### src/rtl/pc_split_pkg.sv
package pc_split_pkg;
  typedef enum logic [2:0] {
    OP_IDLE   = 3'd0,
    OP_STEP   = 3'd1,
    OP_BRANCH = 3'd2,
    OP_JUMP   = 3'd3,
    OP_ZPX    = 3'd4,
    OP_INDY   = 3'd5
  } op_e;

  typedef enum logic [1:0] {
    FIX_NONE = 2'd0,
    FIX_INC  = 2'd1,
    FIX_DEC  = 2'd2
  } fix_e;
endpackage

### src/rtl/lo_byte_adder.sv
module lo_byte_adder #(
  parameter int W = 8
) (
  input  logic                  [W-1:0] a_i,
  input  logic                  [W-1:0] b_i,
  input  logic                          signed_i,
  output logic                  [W-1:0] sum_o,
  output pc_split_pkg::fix_e            fix_o
);
  import pc_split_pkg::*;

  logic [W:0] raw;

  assign raw   = {1'b0, a_i} + {1'b0, b_i};
  assign sum_o = raw[W-1:0];

  // signed operand: negative without carry means borrow out of the byte
  always_comb begin
    fix_o = FIX_NONE;
    if (signed_i && b_i[W-1]) begin
      if (!raw[W]) fix_o = FIX_DEC;
    end else if (raw[W]) begin
      fix_o = FIX_INC;
    end
  end
endmodule

### src/rtl/hi_byte_stepper.sv
module hi_byte_stepper #(
  parameter int W = 8
) (
  input  logic [W-1:0] hi_i,
  input  logic         dec_i,
  output logic [W-1:0] hi_o
);
  assign hi_o = dec_i ? hi_i - 1'b1 : hi_i + 1'b1;
endmodule

### src/rtl/byte_pair_reg.sv
module byte_pair_reg #(
  parameter int          W      = 8,
  parameter logic [2*W-1:0] RST_VAL = '0
) (
  input  logic         clk_i,
  input  logic         rst_ni,
  input  logic         lo_we_i,
  input  logic [W-1:0] lo_d_i,
  input  logic         hi_we_i,
  input  logic [W-1:0] hi_d_i,
  output logic [W-1:0] lo_o,
  output logic [W-1:0] hi_o
);
  always_ff @(posedge clk_i or negedge rst_ni) begin
    if (!rst_ni)      lo_o <= RST_VAL[W-1:0];
    else if (lo_we_i) lo_o <= lo_d_i;
  end

  always_ff @(posedge clk_i or negedge rst_ni) begin
    if (!rst_ni)      hi_o <= RST_VAL[2*W-1:W];
    else if (hi_we_i) hi_o <= hi_d_i;
  end
endmodule

### src/rtl/pc_split_unit.sv
module pc_split_unit #(
  parameter int              W         = 8,
  parameter logic [2*W-1:0]  RESET_VEC = 16'hFFFC
) (
  input  logic           clk_i,
  input  logic           rst_ni,
  input  logic           cmd_valid_i,
  input  logic [2:0]     cmd_op_i,
  input  logic [2*W-1:0] base_i,
  input  logic [W-1:0]   offset_i,
  input  logic [W-1:0]   index_i,
  output logic [2*W-1:0] pc_o,
  output logic [2*W-1:0] ea_o,
  output logic           busy_o
);
  import pc_split_pkg::*;

  localparam int NREG = 2;   // 0: instruction address, 1: effective address
  localparam int SEL_PC = 0;
  localparam int SEL_EA = 1;

  op_e  op;
  logic accept;
  logic busy_q, fix_dec_q, fix_ea_q;

  logic [W-1:0] add_a, add_b, add_sum;
  logic         add_signed;
  fix_e         add_fix;

  logic [W-1:0] lo_q [NREG];
  logic [W-1:0] hi_q [NREG];
  logic         lo_we [NREG];
  logic         hi_we [NREG];
  logic [W-1:0] lo_d [NREG];
  logic [W-1:0] hi_d [NREG];

  logic [W-1:0] fix_src, fix_res;

  assign op     = op_e'(cmd_op_i);
  assign accept = cmd_valid_i & ~busy_q;

  always_comb begin
    add_a      = base_i[W-1:0];
    add_b      = index_i;
    add_signed = 1'b0;
    unique case (op)
      OP_STEP:   begin add_a = lo_q[SEL_PC]; add_b = W'(1); end
      OP_BRANCH: begin add_a = lo_q[SEL_PC]; add_b = offset_i; add_signed = 1'b1; end
      default: ;
    endcase
  end

  lo_byte_adder #(.W(W)) u_lo_add (
    .a_i      (add_a),
    .b_i      (add_b),
    .signed_i (add_signed),
    .sum_o    (add_sum),
    .fix_o    (add_fix)
  );

  assign fix_src = fix_ea_q ? hi_q[SEL_EA] : hi_q[SEL_PC];

  hi_byte_stepper #(.W(W)) u_hi_step (
    .hi_i  (fix_src),
    .dec_i (fix_dec_q),
    .hi_o  (fix_res)
  );

  always_comb begin
    for (int r = 0; r < NREG; r++) begin
      lo_we[r] = 1'b0;
      hi_we[r] = 1'b0;
      lo_d[r]  = add_sum;
      hi_d[r]  = fix_res;
    end
    if (busy_q) begin
      hi_we[fix_ea_q ? SEL_EA : SEL_PC] = 1'b1;
    end else if (accept) begin
      unique case (op)
        OP_STEP, OP_BRANCH: lo_we[SEL_PC] = 1'b1;
        OP_JUMP: begin
          lo_we[SEL_PC] = 1'b1;
          hi_we[SEL_PC] = 1'b1;
          lo_d[SEL_PC]  = base_i[W-1:0];
          hi_d[SEL_PC]  = base_i[2*W-1:W];
        end
        OP_ZPX: begin
          lo_we[SEL_EA] = 1'b1;
          hi_we[SEL_EA] = 1'b1;
          hi_d[SEL_EA]  = '0;
        end
        OP_INDY: begin
          lo_we[SEL_EA] = 1'b1;
          hi_we[SEL_EA] = 1'b1;
          hi_d[SEL_EA]  = base_i[2*W-1:W];
        end
        default: ;
      endcase
    end
  end

  for (genvar g = 0; g < NREG; g++) begin : g_reg
    localparam logic [2*W-1:0] RV = (g == SEL_PC) ? RESET_VEC : '0;
    byte_pair_reg #(.W(W), .RST_VAL(RV)) u_pair (
      .clk_i   (clk_i),
      .rst_ni  (rst_ni),
      .lo_we_i (lo_we[g]),
      .lo_d_i  (lo_d[g]),
      .hi_we_i (hi_we[g]),
      .hi_d_i  (hi_d[g]),
      .lo_o    (lo_q[g]),
      .hi_o    (hi_q[g])
    );
  end

  // correction pending: only step, branch and base-indexed can carry
  always_ff @(posedge clk_i or negedge rst_ni) begin
    if (!rst_ni) begin
      busy_q    <= 1'b0;
      fix_dec_q <= 1'b0;
      fix_ea_q  <= 1'b0;
    end else if (busy_q) begin
      busy_q <= 1'b0;
    end else if (accept && add_fix != FIX_NONE &&
                 (op == OP_STEP || op == OP_BRANCH || op == OP_INDY)) begin
      busy_q    <= 1'b1;
      fix_dec_q <= (add_fix == FIX_DEC);
      fix_ea_q  <= (op == OP_INDY);
    end
  end

  assign pc_o   = {hi_q[SEL_PC], lo_q[SEL_PC]};
  assign ea_o   = {hi_q[SEL_EA], lo_q[SEL_EA]};
  assign busy_o = busy_q;
endmodule

### config.mk
export PLATFORM = sky130hd
export DESIGN_NAME = pc_split_unit
export DESIGN_NICKNAME = d
export VERILOG_FILES = /design/src/rtl/pc_split_pkg.sv /design/src/rtl/lo_byte_adder.sv /design/src/rtl/hi_byte_stepper.sv /design/src/rtl/byte_pair_reg.sv /design/src/rtl/pc_split_unit.sv
export SDC_FILE = /design/constraint.sdc
export NUM_CORES = 1
export LEC_CHECK = 0
export BUFFER_PORTS_ARGS = -buffer_cell sky130_fd_sc_hd__clkbuf_2
export CORE_MARGIN = 3
export CORE_UTILIZATION = 45
export CTS_BUF_LIST = sky130_fd_sc_hd__clkbuf_4
export CTS_CLUSTER_DIAMETER = 40
export DETAILED_ROUTE_END_ITERATION = 6
export GPL_TIMING_DRIVEN = 0
export PLACE_DENSITY = 0.76
export SYNTH_ARGS = -nofsm -noshare
export SYNTH_HDL_FRONTEND = slang
export SYNTH_SLANG_ARGS = --single-unit
### constraint.sdc
create_clock -name clk_i -period 2.9 [get_ports clk_i]
set_input_delay 0.58 -clock clk_i [delete_from_list [all_inputs] [get_ports clk_i]]
set_output_delay 0.58 -clock clk_i [all_outputs]
set_load 0.01 [all_outputs]
# After elaboration in Yosys (flattened, before gate mapping)

Index checks and enable logic that the tools add are counted.

Multiplexer cells: 27
Add/sub/neg operators: 3
Reduce and logical (&&, ||, !) cells: 11
Equal/unequal tests: 6
Order comparisons: 2
Bitwise logic cells: 3

Operators with widths:

| operator                                                     | count |
|---|---|
| 2-to-1 mux 8 bit                                             | 7 |
| >= comparator 32 x 2 -> 1 bit (second input constant)        | 1 |
| less-than comparator 32 x 1 -> 1 bit (second input constant) | 1 |
| 2-to-1 mux 16 bit                                            | 2 |
| NOT 1 -> 32 bit                                              | 1 |
| case mux 8 bit (2 select lines)                              | 2 |
| 2-to-1 mux 2 bit                                             | 6 |
| adder 8 x 8 -> 9 bit                                         | 1 |
| 2-to-1 mux 1 bit                                             | 9 |
| adder 8 x 1 -> 8 bit (second input constant)                 | 1 |
| subtractor 8 x 1 -> 8 bit (second input constant)            | 1 |
| == test 3 x 2 -> 1 bit (second input constant)               | 2 |
| == test 3 bit (second input constant)                        | 2 |
| logical AND 1 bit                                            | 4 |
| OR reduction 2 bit                                           | 2 |
| == test 3 x 1 -> 1 bit (second input constant)               | 1 |
| OR reduction 3 bit                                           | 1 |
| == test 2 bit (second input constant)                        | 1 |
| logical OR 1 bit                                             | 2 |
| AND reduction 2 bit                                          | 1 |
| nonzero test 2 bit                                           | 1 |
| AND 1 bit                                                    | 1 |
| demux 1 bit (select 1 bit)                                   | 1 |
| NOT 1 bit                                                    | 1 |

Logic and storage cells: 59
Output and inout bits: 33
Input bits: 38
Flip-flop bits (word level): 35

# Logic depth before layout (Yosys ltp)

Gate-level depths: netlist (run 1).

Word-level depth: 11
Depth in mapped cells: 15
Mapped depth without buffers: 14

# By module

A second synthesis (run 1) with hierarchy kept.

Cell total of the unflattened synthesis: 254
Area total of the unflattened synthesis: 2900.3 um^2

Modules (own cells, without submodules):

| module                           | sequential area each (um^2) | area each (um^2) | cells each | instances |
|---|---|---|---|---|
| pc_split_unit                    | 75.1                        | 899.6            | 100        | 1 |
| byte_pair_reg at g_reg[0].u_pair | 417.9                       | 680.7            | 34         | 1 |
| byte_pair_reg at g_reg[1].u_pair | 400.4                       | 663.1            | 34         | 1 |
| lo_byte_adder                    | 0.0                         | 352.8            | 46         | 1 |
| hi_byte_stepper                  | 0.0                         | 304.0            | 40         | 1 |

# Worst setup path after synthesis (run 1)

No wires, ideal clock.

Path kind: input -> register
From: input port cmd_op_i[1]
To: register fix_dec_q
Slack: -793 ps
Stages on the path: 15
Required time: 2772 ps
Data arrival time: 3565 ps
Library setup time: 128 ps
Cells stage by stage: buf_2 -> xnor2_1 -> nor2_4 -> mux2_2 -> ha_1 -> inv_1 -> fa_1 -> nor2b_1 -> o31a_1 -> nor3_1 -> o21bai_1 -> a21oi_1 -> ha_1 -> or3_1 -> mux2_1

Longest elaborated chain between the ends: 10
Elaborated cells on any way between the ends: 19
Classes of those cells: add/sub (1); eq/ne (4); mux (6); reduce/logical (8)

Ends and longest elaborated chain:

| what                                                                    | line                                      | text |
|---|---|---|
| start: declaration                                                      | pc_split_unit.sv:8                        | `input logic [2:0] cmd_op_i,` |
| == test 3 x 1 -> 1 bit / == test 3 x 2 -> 1 bit (equally long branches) | pc_split_unit.sv:46, pc_split_unit.sv:125 |  |
| OR reduction 2 bit (no source line)                                     | --                                        |  |
| 2-to-1 mux 8 bit                                                        | pc_split_unit.sv:46                       | `unique case (op)` |
| adder 8 x 8 -> 9 bit                                                    | lo_byte_adder.sv:14                       | `assign raw = {1'b0, a_i} + {1'b0, b_i};` |
| 2-to-1 mux 1 bit / 2-to-1 mux 2 bit (equally long branches)             | lo_byte_adder.sv:22, lo_byte_adder.sv:21  |  |
| 2-to-1 mux 2 bit                                                        | lo_byte_adder.sv:20                       | `if (signed_i && b_i[W-1]) begin` |
| nonzero test 2 bit                                                      | pc_split_unit.sv:124                      | `end else if (accept && add_fix != FIX_NONE &&` |
| logical AND 1 bit (2 in a row)                                          | pc_split_unit.sv:124                      |  |
| AND reduction 2 bit (no source line)                                    | --                                        |  |
| end signal: assignment                                                  | pc_split_unit.sv:127                      | `fix_dec_q <= (add_fix == FIX_DEC);` |
| end: declaration                                                        | pc_split_unit.sv:24                       | `logic busy_q, fix_dec_q, fix_ea_q;` |

Parallel ways exist; a longest one is shown, timed or not.
A chain may end at the register's enable or synchronous reset.

# Worst setup path in the final report (run 1)

Ends and elaborated chain as after synthesis.

==> metrics, run 1 <==
Rel. slew slack 0.419; multi-input logic area 1760 um^2; final setup violating endpoints 3; status finished with violations; via/cell ratio 5.68; PD cells 742 nW/um^2; Area growth, synth to finish 28.7%; Syn. warnings 0; max-cap violation count 0; n_diodes 0; Synth Flop Type dfrtp_1; maximum buffer depth of the clock tree 2; H-tree Lvls 2; syn_nets 339; IO Count 71; GRT Total Usage 0.223; Final WS setup -0.329 ns; max frequency 310 MHz; crit path capture type register; share of cells above drive strength 1 0.397; TritonCTS Sinks 35; CTS tree yes; Cell variety after synth 56; first-pass GRT wire length 11.6 mm; WL final 7.23 mm; worst hold path class in -> async; post-route ant nets 0; vias in the first global route 2439; vias after detailed routing 2527; period utilization 1.11; Setup Total Neg Slack -0.731 ns; number of antenna violations at the first check in global routing 0; Worst Path Max Fanout 6; kind of critical path in -> reg; # DRC 0; unrepaired setup endpoints after global routing yes; Pins Over Slew Limit 0; GPL Wtd Cong 0.921; Max rail drop VDD 0.000252 V; final clock skew 0.00559 ns; Period minus WS final 3.23 ns; largest net degree at the start of global routing 36; clk slew on worst S/H paths 0.11 ns; Post-Synthesis Cell Area 2620 um^2; die footprint 6780 um^2; leakage power 1.57 nW; fill count 499; latest clock arrival within the worst-skew pair 0.35 ns; Cells after Synth 284; dpl ws -1.34 ns; sequential element share of the synthesized area 0.341; Hold Vio Cnt, Final 0; Num CTS Buffers 5; starting density of the core 0.470; DP HPWL 5.42 mm; register area 893 um^2; CTS Root Buffer Type clkbuf_4; Worst EP required 3.14 ns; std cell rows 27; CTS Hold Bufs 0; Tightest Pin Transition 0.871 ns; Post-Syn Area per Cell 9.23 um^2; arrival time worst endpoint 3.47 ns; net total in the final layout 427; core area 5570 um^2; routed len/inst 16.2 um; grt total ovfl 0; Finished Core Util 0.606; die width 82.3 um; Seq cells post-synth 35; Post-synth EDFFs 0; Die H 82.3 um; fraction of registers with async set/reset 1.00; Critical Path Source Type primary input; DRT iter0 DRCs 168; drt pass-1 iters 5; port bufs 70; failing checks setup timing
-- registers in the layout, summed over array words and instances (netlist names) --
signal and count:
g.u_pair.lo_o 16, busy_o 1, g.u_pair.hi_o 16, fix_ea_q 1, fix_dec_q 1
-- layout by cell type, fill, tap and decap left out, types with 3 or more instances in the layout --
master	Yosys	final
clkbuf_2	0	68
nor2_1	23	23
a21oi_1	23	22
o21ai_0	22	21
dfrtp_1	21	21
nand2_1	18	18
dfstp_2	14	14
a22o_1	13	13
mux2_2	15	12
buf_4	1	12
ha_1	15	11
mux2i_1	8	8
clkbuf_4	0	7
inv_1	8	6
nor3_1	7	6
clkbuf_1	6	5
nand3_1	5	5
and3_1	4	4
nand2b_1	4	4
o31ai_1	4	4
mux2_4	0	4
a211oi_1	4	4
a221o_1	4	4
xnor2_1	5	4
ha_4	0	4
nor2b_1	4	3
inv_2	1	3
o21a_1	3	3
xor2_1	3	3
a22oi_1	3	3
a21o_1	3	3
-- cell type report --
class | instances | area share
multi-input cells | 228 | 0.520
flip-flops and latches | 35 | 0.265
repair buffers | 82 | 0.142
well taps | 72 | 0.0267
plain buffers | 11 | 0.0193
clock buffers | 7 | 0.0156
inverters | 9 | 0.0100
clock inverters | 1 | 0.00148
-- logic make-up after synthesis --
kind of cell	synth area share
fa+ha+maj	0.0868
simple gates	0.172
xor+xnor	0.0267
compound gates	0.236
flops	0.341
mux	0.104
buf+inv	0.0334
-- synth_stat cells, types with 2 or more instances --
cell	instances	area share
xor2_1	3	0.010
clkbuf_1	6	0.0086
a21oi_1	23	0.044
nor2_2	3	0.0072
dfstp_2	14	0.14
xnor2_1	5	0.017
mux2i_1	8	0.031
nand2_1	18	0.026
and3_1	4	0.0095
buf_2	4	0.0076
fa_1	2	0.015
nand3_1	5	0.0095
a22oi_1	3	0.0086
nand3b_1	2	0.0057
or4_1	2	0.0057
dfrtp_1	21	0.20
nor3_1	7	0.013
a211oi_1	4	0.011
and2_1	2	0.0048
a21o_1	3	0.0086
or3_1	3	0.0072
ha_1	15	0.072
a31o_2	2	0.0067
a22o_1	13	0.043
o21a_1	3	0.0086
nand2b_1	4	0.0095
a221o_1	4	0.015
inv_1	8	0.011
o21bai_1	2	0.0057
o21ai_0	22	0.042
nor2_1	23	0.033
nor2b_1	4	0.0095
mux2_2	15	0.064
a31oi_1	2	0.0048
o31ai_1	4	0.011
-- final timing paths --
check	startpoint	to	slack [ns]	cells past startpoint
setup / recovery	cmd_op_i[1]	fix_dec_q$_DFFE_PN0P_	-0.33	15
hold / removal	rst_ni	g_reg[1].u_pair.hi_o[1]$_DFFE_PN0P_	0.33	1
setup reg to reg	g_reg[0].u_pair.lo_o[0]$_DFFE_PN0P_	fix_dec_q$_DFFE_PN0P_	0.04	12
hold reg to reg	g_reg[1].u_pair.lo_o[7]$_DFFE_PN0P_	g_reg[1].u_pair.lo_o[7]$_DFFE_PN0P_	0.48	2
max in group asynchronous	rst_ni	g_reg[1].u_pair.lo_o[3]$_DFFE_PN0P_	2.03	1
min in group clk_i	base_i[15]	g_reg[0].u_pair.hi_o[7]$_DFFE_PN1P_	0.48	3
-- per-stage QoR --
stage / std cells / power, mW / hold WS [ns] / area [um^2]
floorplan: 284 / 1.75 / 0.284 / 2700
global placement: 426 / 2.12 / 0.457 / 3140
detailed placement: 426 / 2.16 / 0.462 / 3140
CTS: 443 / 2.50 / 0.349 / 3340
global route: 445 / 2.70 / 0.387 / 3380
finish: 445 / 2.50 / 0.325 / 3380
-- per-layer routing --
layer	track usage	share of wire	up-vias
li1	-	-	1233
met1	0.298	0.45	1205
met2	0.364	0.47	78
met3	0.0434	0.065	11
met4	0.0664	0.015	0
met5	0	0	-
-- report_power, final --
part	internal [mW]	leakage, nW	switching [mW]
Clock	0.113	0.0361	0.176
Sequential	0.729	0.407	0.153
Combinational	0.638	1.13	0.694
Total	1.48	1.57	1.02
-- worst max-delay path: stages --
cell and delay [ns]:
clkbuf_16 0.13, xnor2_4 0.13, nor2_4 0.22, mux2_4 0.35, ha_4 0.16, inv_2 0.05
fa_2 0.20, nor2b_2 0.05, o31a_1 0.27, nor3_2 0.16, o21bai_1 0.08, a21oi_1 0.17
ha_1 0.26, or3_4 0.35, mux2_4 0.30
-- repair_timing --
action / in CTS / in global routing
pin swaps: 8 / 1
gates resized for setup: 18 / 5
setup buffers: 10 / 2
endpoints found under the setup margin: 8 / 3
No activity file was read; power rests on OpenSTA's default activity.
==> run 2, diff against run 1 <==
--- a/config.mk
+++ b/config.mk
@@ -5,6 +5,7 @@
 export SDC_FILE = /design/constraint.sdc
 export NUM_CORES = 1
 export LEC_CHECK = 0
+export ABC_AREA = 1
 export BUFFER_PORTS_ARGS = -buffer_cell sky130_fd_sc_hd__clkbuf_2
 export CORE_MARGIN = 3
 export CORE_UTILIZATION = 45
==> run 2 against run 1 <==
Flip-flop and latch count did not move. Global-route usage down 0.93 points. Sequential power is 0.8% lower. Worst hold slack worse by 0.012 ns. The run now ends clean. Design area grew 1.6%. Clock power is 59% higher. Maximum frequency up 14%. Critical path depth increased by 5. Register-to-register slack better by 0.41 ns. Critical endpoint unchanged. Highest routed layer unchanged.
==> metrics, run 2 <==
most numerous cell in the Yosys netlist nand2_1; slowest CP cell fa_2; Regs by FF count g.u_pair.hi_o: 16 flops, g.u_pair.lo_o: 16 flops; Period minus WS final 2.82 ns (-0.408 ns); net total in the final layout 503 (+18%); Tightest Pin Transition 0.885 ns (+0.0142 ns); syn_nets 414 (+22%); maximum buffer depth of the clock tree 2 (unchanged); arrival time worst endpoint 3.11 ns (-0.36 ns); DRT iter0 DRCs 195 (+16%); # DRC 0 (unchanged); WL final 7.37 mm (+1.9%); post-route ant nets 0 (unchanged); H-tree Lvls 2 (unchanged); CTS Root Buffer Type clkbuf_4; most frequent cells in the layout nand2_1, clkbuf_2, inv_1, nand3_1, dfrtp_1; kind of critical path in -> reg; final clock skew 0.0149 ns (+0.00928 ns); Worst EP required 3.19 ns (+0.05 ns); unrepaired setup endpoints after global routing yes; synth top area cells dfrtp_1, nand2_1, dfstp_2; n_diodes 0 (unchanged); Max rail drop VDD 0.000448 V (+78%); starting density of the core 0.476 (+0.00568); first-pass GRT wire length 12.1 mm (+3.9%); cell breakdown of the critical path clkbuf_4 -> clkinv_4 -> nand2_4 -> nand2_8 -> buf_4 -> buf_4 -> o21ai_1 -> inv_1 -> fa_2 -> inv_2 -> nand4_1 -> nand3_1 -> a21o_1 -> a21oi_2 -> ha_1 -> nor2_2 -> o21ai_2 -> inv_2 -> nand2_1 -> o21ai_1; Seq cells post-synth 35 (unchanged); leakage power 1.85 nW (+17%); via/cell ratio 5.16 (-9.1%); largest net degree at the start of global routing 36 (unchanged); Finished Core Util 0.608 (+0.00228); DP HPWL 5.45 mm (+0.56%); fraction of registers with async set/reset 1.00 (unchanged); Critical Path Source Type primary input; Post-Syn Area per Cell 7.48 um^2 (-19%); Num CTS Buffers 5 (unchanged); Rel. slew slack 0.410 (-0.00944); vias in the first global route 2567 (+5.2%); TritonCTS Sinks 35 (unchanged); worst hold path class in -> async; Power Total 2.83 mW (+13%); PD cells 825 nW/um^2 (+11%); status finished, final reports clean; drt pass-1 iters 5 (unchanged); std cell rows 27 (unchanged); largest area contributor in the netlist dfrtp_1; Syn. warnings 0 (unchanged); Die H 83.3 um (+1.1%); core area 5640 um^2 (+1.2%); Hold Vio Cnt, Final 0 (unchanged); IO Count 71 (unchanged); share of cells above drive strength 1 0.359 (-0.0382); vias after detailed routing 2689 (+6.4%); Cells after Synth 359 (+26%); number of antenna violations at the first check in global routing 0 (unchanged); Area growth, synth to finish 27.7%; die width 83.3 um (+1.1%); Cell variety after synth 36 (-36%); Worst Path Max Fanout 5 (-1); Critical Path Max Stage Delay 0.41 ns (+0.06 ns); Post-Synthesis Cell Area 2690 um^2 (+2.4%); max frequency 354 MHz (+14%); GRT Total Usage 0.214 (-0.00931); fill count 511 (+2.4%); final setup violating endpoints 0 (-3); Post-synth EDFFs 0 (unchanged); sequential element share of the synthesized area 0.333 (-0.00809); crit path capture type register; GPL Wtd Cong 0.886 (-3.8%); Synth Flop Type dfrtp_1; max-cap violation count 0 (unchanged); latest clock arrival within the worst-skew pair 0.36 ns (about the same); clk slew on worst S/H paths 0.12 ns (about the same); period utilization 0.973 (-0.141); routed len/inst 14.1 um (-13%); post-synth top area share 0.196 (-0.00476); grt total ovfl 0 (unchanged); commonest non-fill, non-tap cell in the layout nand2_1; Pins Over Slew Limit 0 (unchanged); CTS tree yes; port bufs 70 (unchanged); top post-synthesis cells by count nand2_1, inv_1, nand3_1; die footprint 6930 um^2 (+2.3%)
-- run 2: stage by stage --
| step | cell area (um^2) | setup WS (ns) | instances | hold WS [ns] | TNS (ns) |
|---|---|---|---|---|---|
| floorplan | 2720 | -0.0621 | 359 | 0.284 | -0.0706 |
| global placement | 3160 | -0.586 | 501 | 0.469 | -1.62 |
| detailed placement | 3160 | -0.599 | 501 | 0.477 | -1.67 |
| CTS | 3290 | 0.00640 | 511 | 0.336 | 0 |
| global route | 3430 | -0.0749 | 521 | 0.364 | -0.128 |
| finish | 3430 | 0.0789 | 521 | 0.313 | 0 |
-- run 2: layout make-up --
class                           count  area, um^2  area share
Buffer                              7        72.6      0.0212
Timing Repair Buffer               82         458       0.134
Clock inverter                      3        67.6      0.0197
Tap cell                           72        90.1      0.0263
Clock buffer                        5        37.5      0.0109
Sequential cell                    35         893       0.260
Inverter                           54         228      0.0664
Multi-Input combinational cell    263        1580       0.462
-- run 2: final timing paths --
kind                       depth (start not counted)                                start  slack (ns)                             endpoint
setup / recovery                                  20                          cmd_op_i[0]        0.08                fix_dec_q$_DFFE_PN0P_
hold / removal                                     1                               rst_ni        0.31  g_reg[1].u_pair.lo_o[2]$_DFFE_PN0P_
setup reg to reg                                  15  g_reg[0].u_pair.lo_o[3]$_DFFE_PN1P_        0.45                fix_dec_q$_DFFE_PN0P_
hold reg to reg                                    2  g_reg[0].u_pair.lo_o[7]$_DFFE_PN1P_        0.50  g_reg[0].u_pair.lo_o[7]$_DFFE_PN1P_
max in group asynchronous                          1                               rst_ni        2.02  g_reg[1].u_pair.hi_o[0]$_DFFE_PN0P_
min in group clk_i                                 3                           base_i[14]        0.43  g_reg[0].u_pair.hi_o[6]$_DFFE_PN1P_
-- run 2: worst max-delay path: cells and delay by family --
kind / cells / cell delay [ns]
buffers and inverters: 7 / 0.73
adder cells (fa/ha/maj): 2 / 0.70
AND/OR/NAND/NOR: 6 / 0.58
AO/OA/AOI/OAI: 5 / 0.49
-- run 2: cells by family after synthesis --
logic type	after synthesis	synth area share
buffers and inverters	61	0.101
flip-flops	35	0.333
AO/OA/AOI/OAI	77	0.189
AND/OR/NAND/NOR	163	0.273
XOR/XNOR	6	0.0196
adder cells (fa/ha/maj)	17	0.0848
-- run 2: layer usage --
metal / vias to the layer above / GRT usage / part of all wire
met5: - / 0 / 0
met4: 0 / 0.0743 / 0.018
met2: 94 / 0.348 / 0.48
li1: 1356 / - / -
met1: 1228 / 0.285 / 0.44
met3: 11 / 0.0377 / 0.061
-- run 2: repair_timing --
| action | in CTS | in global routing |
|---|---|---|
| pin swaps | 3 | 12 |
| endpoints found under the hold margin | 0 | 0 |
| setup endpoints to repair | 3 | 3 |
| setup buffers | 2 | 10 |
| hold buffers | 0 | 0 |
| resized for setup | 4 | 19 |
-- run 2: where the power goes --
part           switching (mW)  internal, mW  leakage [nW]
clock network           0.191         0.268        0.0514
logic                   0.883         0.609          1.40
registers               0.146         0.730         0.397
==> run 3, diff against run 2 <==
--- a/config.mk
+++ b/config.mk
@@ -9,7 +9,7 @@
 export BUFFER_PORTS_ARGS = -buffer_cell sky130_fd_sc_hd__clkbuf_2
 export CORE_MARGIN = 3
 export CORE_UTILIZATION = 45
-export CTS_BUF_LIST = sky130_fd_sc_hd__clkbuf_4
+export CTS_BUF_LIST = sky130_fd_sc_hd__clkbuf_16
 export CTS_CLUSTER_DIAMETER = 40
 export DETAILED_ROUTE_END_ITERATION = 6
 export GPL_TIMING_DRIVEN = 0
==> run 3 against run 2 <==
Global-route usage fell by 0.062 points. Total power rose by 8.8%. Design area increased by 2.3%. Clock power grew 55%. Die area unchanged. Largest cell class unchanged. Highest routed layer unchanged.
==> metrics, run 3 (same netlist as run 2, synthesis figures left out) <==
status finished, final reports clean; PD cells 878 nW/um^2 (+6.4%); starting density of the core 0.476 (unchanged); H-tree Lvls 2 (unchanged); Post-Layout Cell Count 517 (-0.77%); worst hold path class in -> async; R2R cell count 15 (unchanged); post-route ant nets 0 (unchanged); Final WS setup 0.0856 ns (+0.00676 ns); Critical Path Max Stage Delay 0.35 ns (-0.06 ns); final setup violating endpoints 0 (unchanged); most frequent cells in the layout nand2_1, clkbuf_2, inv_1, nand3_1, dfrtp_1; period utilization 0.970 (-0.00233); Worst Path Max Fanout 6 (+1); WL final 7.39 mm (+0.29%); core area 5640 um^2 (unchanged); number of antenna violations at the first check in global routing 0 (unchanged); slowest CP cell fa_2; Sw Pwr 1.25 mW (+2.0%); largest net degree at the start of global routing 36 (unchanged); drt pass-1 iters 5 (unchanged); final clock skew 0.00489 ns (-0.00998 ns); # DRC 0 (unchanged); vias in the first global route 2611 (+1.7%); Critical Path Source Type primary input; unrepaired setup endpoints after global routing yes; Sw Ratio 0.405 (-0.0270); vias after detailed routing 2730 (+1.5%); net total in the final layout 499 (-0.80%); placed cell count 501 (unchanged); Pins Over Slew Limit 0 (unchanged); crit path capture type register; commonest non-fill, non-tap cell in the layout nand2_1; die footprint 6930 um^2 (unchanged); DP HPWL 5.45 mm (unchanged); first-pass GRT wire length 12.1 mm (+0.34%); crit path to fix_dec_q$_DFFE_PN0P_; Tightest Pin Transition 0.878 ns (-0.00689 ns); latest clock arrival within the worst-skew pair 0.28 ns (-0.08 ns); routed len/inst 14.3 um (+1.1%); share of cells above drive strength 1 0.360 (+0.000976); dpl ws -0.599 ns (unchanged); Hold Vio Cnt, Final 0 (unchanged); grt total ovfl 0 (unchanged); TritonCTS Sinks 35 (unchanged); GPL Wtd Cong 0.886 (unchanged); Setup Total Neg Slack 0 ns (unchanged); Num CTS Buffers 5 (unchanged); max frequency 355 MHz (+0.24%); R2R Setup Slk 0.43 ns (-0.02 ns); Comb pwr share 0.484 (-0.044); most frequent cell on the critical path inv_2; Die H 83.3 um (unchanged); Max rail drop VDD 0.000451 V (+0.59%); n_diodes 0 (unchanged); kind of critical path in -> reg; reg2reg end fix_dec_q$_DFFE_PN0P_; arrival time worst endpoint 3.02 ns (-0.09 ns); Period minus WS final 2.81 ns (-0.00676 ns); GRT Total Usage 0.213 (-0.000625); CP Launch Point cmd_op_i[1]; Clock power frac 0.231 (+0.069); Area growth, synth to finish 30.6%; sequential share of power 0.285 (-0.025); Rel. slew slack 0.415 (+0.00460); Regs by FF count g.u_pair.hi_o: 16 flops, g.u_pair.lo_o: 16 flops; cell breakdown of the critical path buf_12 -> inv_12 -> nor2_4 -> nand2_4 -> nand2_8 -> buf_6 -> o22ai_2 -> inv_1 -> ha_2 -> inv_2 -> fa_2 -> inv_2 -> nand4_1 -> nand3_1 -> a21o_1 -> a21oi_2 -> ha_1 -> nor2_2 -> o21ai_2 -> inv_2 -> nand2_1 -> o21ai_1; via/cell ratio 5.28 (+2.3%); CTS tree yes; max-cap violation count 0 (unchanged); die width 83.3 um (unchanged); reg-to-reg startpoint g_reg[0].u_pair.lo_o[3]$_DFFE_PN1P_; clk slew on worst S/H paths 0.06 ns (-0.06 ns); leakage power 1.87 nW (+1.0%); P_int 1.83 mW (+14%); std cell rows 27 (unchanged); Worst EP required 3.11 ns (-0.08 ns); CTS Hold Bufs 0 (unchanged); IO Count 71 (unchanged); CTS Root Buffer Type clkbuf_16; DRT iter0 DRCs 174 (-11%); maximum buffer depth of the clock tree 2 (unchanged); port bufs 70 (unchanged)
-- run 3: worst min path at each step --
stage | from | end | slack [ns]
after floorplan | rst_ni | busy_o$_DFF_PN0_ | 0.28
after global placement | g_reg[1].u_pair.lo_o[0]$_DFFE_PN0P_ | g_reg[1].u_pair.lo_o[0]$_DFFE_PN0P_ | 0.47
after detailed placement | g_reg[1].u_pair.lo_o[2]$_DFFE_PN0P_ | g_reg[1].u_pair.lo_o[2]$_DFFE_PN0P_ | 0.48
after CTS | rst_ni | g_reg[1].u_pair.lo_o[0]$_DFFE_PN0P_ | 0.44
after global routing | rst_ni | g_reg[1].u_pair.lo_o[2]$_DFFE_PN0P_ | 0.47
final | rst_ni | g_reg[1].u_pair.lo_o[2]$_DFFE_PN0P_ | 0.40
-- run 3: critical path, delay by kind of cell --
family          cells  cell delay (ns)
compound gates      5             0.40
buf+inv             7             0.48
fa+ha+maj           3             0.82
simple gates        7             0.72
-- run 3: power by group through the flow --
stage	sequential [mW]	combinational [mW]	clock, mW
finish	0.877	1.49	0.710
global route	0.906	1.68	0.733
CTS	0.877	1.46	0.719
detailed placement	0.882	1.44	0
global placement	0.879	1.41	0
floorplan	0.945	0.935	0
-- run 3: area by class of cell --
cell class / count / area, um^2
Buffer: 6 / 57.6
Clock buffer: 5 / 125
Clock inverter: 3 / 67.6
Fill cell: 502 / 2130
Inverter: 54 / 233
Multi-Input combinational cell: 263 / 1600
Sequential cell: 35 / 893
Tap cell: 72 / 90.1
Timing Repair Buffer: 79 / 437
-- run 3: timing repair --
item	in CTS	in global routing
pin swaps	4	8
gates resized for setup	6	17
gates cloned	0	0
buffers inserted	3	6
endpoints found under the setup margin	3	3
-- run 3: layer usage --
metal	GRT usage	vias up	share of wire
met5	0	-	0
met1	0.280	1271	0.44
li1	-	1346	-
met2	0.349	94	0.48
met3	0.0377	19	0.052
met4	0.0802	0	0.026
-- run 3: stage by stage --
stage	total power [mW]	hold WS (ns)	instance area, um^2	util
3_3_place_gp	2.29	0.469	3160	0.559
3_5_place_dp	2.32	0.477	3160	0.559
6_report	3.08	0.401	3510	0.622
4_1_cts	3.05	0.439	3390	0.600
5_1_grt	3.32	0.474	3510	0.622
2_1_floorplan	1.88	0.284	2720	-
